**config.mk**
```make
export PLATFORM = sky130hd
export DESIGN_NAME = fcs16_engine
export DESIGN_NICKNAME = d
export VERILOG_FILES = /design/src/rtl/fcs16_pkg.sv /design/src/rtl/fcs16_byte_fold.sv /design/src/rtl/fcs16_state.sv /design/src/rtl/fcs16_byte_tally.sv /design/src/rtl/fcs16_engine.sv
export SDC_FILE = /design/constraint.sdc
export NUM_CORES = 1
export LEC_CHECK = 0
export BUFFER_PORTS_ARGS = -buffer_cell sky130_fd_sc_hd__buf_2
export CAP_MARGIN = 0
export CELL_PAD_IN_SITES_DETAIL_PLACEMENT = 0
export CELL_PAD_IN_SITES_GLOBAL_PLACEMENT = 1
export CORE_UTILIZATION = 47
export CTS_BUF_LIST = sky130_fd_sc_hd__clkbuf_2 sky130_fd_sc_hd__clkbuf_4 sky130_fd_sc_hd__clkbuf_8
export DETAILED_ROUTE_END_ITERATION = 6
export PLACE_DENSITY = 0.86
export SKIP_CTS_REPAIR_TIMING = 1
export SLEW_MARGIN = 20
export SYNTH_ARGS = -nofsm -noshare
export SYNTH_HDL_FRONTEND = slang
export SYNTH_SLANG_ARGS = --single-unit
```
**constraint.sdc**
```tcl
create_clock -name clk -period 1.4 [get_ports clk]
set_input_delay 0.07 -clock clk [delete_from_list [all_inputs] [get_ports clk]]
set_output_delay 0.07 -clock clk [all_outputs]
set_load 0.005 [all_outputs]
```
**src/rtl/fcs16_pkg.sv**
```systemverilog
package fcs16_pkg;

  localparam int unsigned REG_W  = 16;
  localparam int unsigned ADDR_W = 2;
  localparam int unsigned BYTE_W = 8;

  typedef enum logic [ADDR_W-1:0] {
    REG_CTRL = 2'd0,
    REG_FEED = 2'd1,
    REG_RAW  = 2'd2,
    REG_FCS  = 2'd3
  } fcs_reg_e;

  // bit of the control word that requests a clear
  localparam int unsigned CLR_BIT = 15;

endpackage

```
**src/rtl/fcs16_byte_fold.sv**
```systemverilog
// Combinational fold of one byte into the running register, one stage per bit.
module fcs16_byte_fold #(
  parameter int unsigned CRC_W  = 16,
  parameter int unsigned BYTE_W = 8,
  parameter logic [CRC_W-1:0] POLY = 16'h8408
) (
  input  logic [CRC_W-1:0]  crc_in,
  input  logic [BYTE_W-1:0] byte_in,
  output logic [CRC_W-1:0]  crc_out
);
  logic [CRC_W-1:0] stage [BYTE_W+1];

  assign stage[0] = crc_in ^ {{(CRC_W-BYTE_W){1'b0}}, byte_in};

  for (genvar b = 0; b < BYTE_W; b++) begin : g_bit
    assign stage[b+1] = stage[b][0] ? ((stage[b] >> 1) ^ POLY) : (stage[b] >> 1);
  end

  assign crc_out = stage[BYTE_W];
endmodule

```
**src/rtl/fcs16_state.sv**
```systemverilog
// Running check register with clear and absorb enables.
module fcs16_state #(
  parameter int unsigned CRC_W  = 16,
  parameter int unsigned BYTE_W = 8,
  parameter logic [CRC_W-1:0] POLY   = 16'h8408,
  parameter logic [CRC_W-1:0] PRESET = 16'hFFFF
) (
  input  logic              clk,
  input  logic              rst_n,
  input  logic              clr,
  input  logic              absorb,
  input  logic [BYTE_W-1:0] byte_in,
  output logic [CRC_W-1:0]  crc_q
);
  logic [CRC_W-1:0] folded;
  logic [CRC_W-1:0] crc_d;
  logic             crc_en;

  fcs16_byte_fold #(.CRC_W(CRC_W), .BYTE_W(BYTE_W), .POLY(POLY)) fold_i (
    .crc_in (crc_q),
    .byte_in(byte_in),
    .crc_out(folded)
  );

  always_comb begin
    crc_en = clr | absorb;
    crc_d  = clr ? PRESET : folded;
  end

  always_ff @(posedge clk or negedge rst_n) begin
    if (!rst_n)      crc_q <= PRESET;
    else if (crc_en) crc_q <= crc_d;
  end
endmodule

```
**src/rtl/fcs16_byte_tally.sv**
```systemverilog
// Saturating count of bytes absorbed since the last clear.
module fcs16_byte_tally #(
  parameter int unsigned CNT_W = 12
) (
  input  logic             clk,
  input  logic             rst_n,
  input  logic             clr,
  input  logic             inc,
  output logic [CNT_W-1:0] cnt_q
);
  localparam logic [CNT_W-1:0] CNT_MAX = {CNT_W{1'b1}};

  logic [CNT_W-1:0] cnt_d;
  logic             cnt_en;

  always_comb begin
    cnt_en = clr | (inc && (cnt_q != CNT_MAX));
    cnt_d  = clr ? '0 : cnt_q + 1'b1;
  end

  always_ff @(posedge clk or negedge rst_n) begin
    if (!rst_n)      cnt_q <= '0;
    else if (cnt_en) cnt_q <= cnt_d;
  end
endmodule

```
**src/rtl/fcs16_engine.sv**
```systemverilog
module fcs16_engine #(
  parameter int unsigned CNT_W  = 12,
  parameter logic [15:0] POLY   = 16'h8408,
  parameter logic [15:0] PRESET = 16'hFFFF,
  parameter logic [15:0] XOROUT = 16'hFFFF
) (
  input  logic        clk,
  input  logic        rst_n,
  input  logic        wr_en,
  input  logic [1:0]  wr_addr,
  input  logic [15:0] wr_data,
  input  logic [1:0]  rd_addr,
  output logic [15:0] rd_data
);
  import fcs16_pkg::*;

  logic [1:0]        rst_sync;
  logic              rst_sync_n;
  logic              clr;
  logic              feed;
  logic [REG_W-1:0]  crc_q;
  logic [CNT_W-1:0]  cnt_q;
  logic              unused_wr_bits;

  // asynchronous assert, synchronous release
  always_ff @(posedge clk or negedge rst_n) begin
    if (!rst_n) rst_sync <= '0;
    else        rst_sync <= {rst_sync[0], 1'b1};
  end
  assign rst_sync_n = rst_sync[1];

  always_comb begin
    clr  = wr_en && (fcs_reg_e'(wr_addr) == REG_CTRL) && wr_data[CLR_BIT];
    feed = wr_en && (fcs_reg_e'(wr_addr) == REG_FEED);
  end

  assign unused_wr_bits = ^wr_data[CLR_BIT-1:BYTE_W];

  fcs16_state #(
    .CRC_W(REG_W), .BYTE_W(BYTE_W), .POLY(POLY), .PRESET(PRESET)
  ) state_i (
    .clk    (clk),
    .rst_n  (rst_sync_n),
    .clr    (clr),
    .absorb (feed),
    .byte_in(wr_data[BYTE_W-1:0]),
    .crc_q  (crc_q)
  );

  fcs16_byte_tally #(.CNT_W(CNT_W)) tally_i (
    .clk  (clk),
    .rst_n(rst_sync_n),
    .clr  (clr),
    .inc  (feed),
    .cnt_q(cnt_q)
  );

  always_comb begin
    rd_data = '0;
    case (fcs_reg_e'(rd_addr))
      REG_CTRL: rd_data[CNT_W-1:0] = cnt_q;
      REG_RAW:  rd_data = crc_q;
      REG_FCS:  rd_data = crc_q ^ XOROUT;
      default:  rd_data = '0;
    endcase
  end
endmodule

```
==> results by group <==
Floorplan
  • Starting density of the core: between 50% and 60%
  • Core Box Area: about 3800 µm²
  • Die W: 66.2 µm
  • Rows: 22
  • Io pins: 39
  • Die Span Y: roughly 66 µm
  • Die area: ~4400 µm²

Place
  • Gpl congestion: around 0.90
  • Hpwl dp: approximately 4000 µm
  • PortBufs: 31
  • Setup WS pre-CTS: -247 ps

Timing
  • Final Hold Fails: 0
  • Fin crit share: 119%
  • Final setup TNS: -1470 ps
  • Worst Skew: around 7.5 ps
  • Crit path time final: ~1700 ps
  • Worst hold margin: 95.9 ps
  • # setup viols final: 16
  • RSZ-0062 raised after global routing: yes
  • Slew @ Worst Pin: ~550 ps
  • Slew Limit Fails: 0
  • Worst setup margin: -262 ps
  • Slew HR: between 60 and 70%
  • Max frequency: 602 MHz

Logic synthesis
  • Simple-gate portion of the synthesized area: a little over an eighth
  • Compound-gate portion of the synthesized area: 22.2%
  • Mux cell area share after synthesis: less than 1%
  • Post-Synth Adder-Cell Area: 0.646%
  • Post-Syn Instances: around 190
  • Top cell type's share of synthesized area: a little over a fifth
  • EDFF count, synth: 0
  • Async SR Flop Fraction: 100%
  • Syn_area_per_cell: 10.4 µm²
  • Net Count, Synth: 210
  • Distinct cells, synth: about 50
  • Xor/xnor share of the synthesized area: 19.3%
  • Sequential area share after synthesis: between 30 and 40%
  • FF+latch count, synth: 30
  • Top FF cell, synth: dfstp_2
  • Largest cells by area after synthesis: dfstp_2 22%, dfrtp_1 18%, xor2_1 9.5%
  • Cell Area, Synth: between 1500 and 2000 µm²
  • Largest area contributor in the netlist: dfstp_2
  • Largest family of logic cells by synthesized area: compound AO/OA/AOI/OAI gates
  • Synthesis warning total: 0

Power
  • Comb pwr share: between 50% and 60%
  • Leakage power: between 0.001 and 0.0015 µW
  • Pwr/cell area: 1740 nW/µm²
  • Sequential Power Share: about a third
  • Max VDD drop: 1.28 mV
  • Total Power: around 4900 µW
  • Sw frac: 35.5%
  • Clk pwr share: about 16%
  • Internal power: roughly 3100 µW
  • Sw Pwr: around 1700 µW

Routing
  • Iteration-0 DRC count of the detailed router: 128
  • Avg Vias per Cell: 5.74
  • Routed wire length: between 6000 and 7000 µm
  • Via Count: about 1800
  • DRT Pass-1 Iters: 4
  • ANT nets after route: 0
  • DRC Markers: 0
  • Wirelength per Cell: roughly 19 µm

Critical path
  • Critical-path cell list: ha_4 > nand3_4 > nor4_4 > or4_1 > o211a_1
  • Crit-path slowest cell: or4_1
  • Crit-path max FO: 5
  • Worst path required time: between 1500 and 2000 ps
  • Family with the most delay on the worst path: simple AND/OR/NAND/NOR gates
  • WS Path Type: reg -> reg
  • WP buf/inv: 0
  • Kind of end point of the critical path: flop
  • Critical path data arrival time: roughly 1800 ps
  • CP max stage delay: 490 ps
  • Critical path launch point type: flop
  • Reg2Reg Setup Slack: -260 ps

Flow run
  • Max Cap Viol: 0

Global routing
  • First-pass GRT wire length: 8510 µm
  • Vias in the first global route: approximately 1700
  • Gr ovfl total: 0
  • Largest net degree at the start of global routing: 29
  • Initial antenna violation count: 0
  • GRT Total Usage: 26.8%

Final layout
  • N_diodes: 0
  • Storage element area: approximately 770 µm²
  • Most common cell after layout, fill and taps aside: buf_4
  • Fill count: a little under 300
  • Core Util, Final: about 74%
  • Multi-input logic area: ~1300 µm²
  • Layout cells sized above 1: between 50% and 60%
  • Final net count: 293
  • Most frequent cells in the layout: 47 x buf_4, 31 x buf_2, 16 x xor2_1, 16 x dfstp_2, 14 x xnor2_1
  • Area Overhead vs Synth: 45.1%

Outcome
  • Status: finished, violations left
  • Failing checks: setup timing

CTS
  • TritonCTS clock tree: done
  • Clock sink count: 30
  • Clock buffer depth: 2
  • CTS H-Tree Depth: 2
  • Worst-path clk slew: 70 ps
  • Worst skew pair latency: approximately 280 ps
  • Cts bufs inserted: 5
  • Clk root buf: clkbuf_8

Hold path
  • Hold WC Path Type: in -> async
[synthesized netlist by cell type (3+ instances only)]
master	count
o21ai_0	3
xor2_1	21
dfrtp_1	14
nor2_1	10
dfstp_2	16
o41ai_1	3
nand2_1	7
xnor2_1	18
inv_1	4
o22a_1	7
a21oi_1	12
clkbuf_1	5
a22o_1	11
a31oi_1	4
and2_1	5
buf_2	5
[per-layer routing]
layer  up-vias  part of all wire [%]  GRT usage (%)  routed length, µm
met5         -                     0              0                  0
met4         0                   3.0           8.24                182
met3        17                   4.7           4.66                284
met2        62                    49           44.1               2930
met1       909                    43           35.8               2610
li1        837                     -              -                  -
[power by group through the flow]
stage / clock (µW) / sequential (µW) / combinational, µW
6_report: 754 / 1610 / 2510
5_1_grt: 800 / 1650 / 2690
4_1_cts: 755 / 1570 / 2190
3_5_place_dp: 0 / 1590 / 2180
3_3_place_gp: 0 / 1560 / 2110
2_1_floorplan: 0 / 1560 / 1290
[state kept, by name, indices dropped and copies added, names as in the netlist]
register and cells:
rst_sync 2, state_i.crc_q 16, tally_i.cnt_q 12
[cell type report]
type / count / share of cell area [%]
Multi-Input combinational cell: 141 / 44.7
Sequential cell: 30 / 27.6
Timing Repair Buffer: 87 / 21.6
Clock buffer: 7 / 3.21
Tap cell: 48 / 2.14
Inverter: 4 / 0.535
Clock inverter: 1 / 0.178
[cell families after synthesis]
logic type      count (synthesis)
simple gates                   40
compound gates                 57
other cells                     1
mux                             1
fa+ha+maj                       1
buf+inv                        15
xor+xnor                       41
flops                          30
[through the flow]
step	area (µm²)	std cells
global placement	2470	301
finish	2810	318
detailed placement	2470	301
floorplan	1960	186
global route	2810	318
CTS	2570	309
[worst paths after layout]
check,start,cells past startpoint,endpoint
min reg2reg,rst_sync[1],1,tally_i.cnt_q[7]
max,tally_i.cnt_q[0],5,tally_i.cnt_q[11]
min,rst_n,2,rst_sync[0]
min in group clk,wr_data[15],3,tally_i.cnt_q[10]
max in group asynchronous,rst_sync[1],1,state_i.crc_q[5]
max reg2reg,tally_i.cnt_q[0],5,tally_i.cnt_q[11]
(Power assumes the default switching activity.)
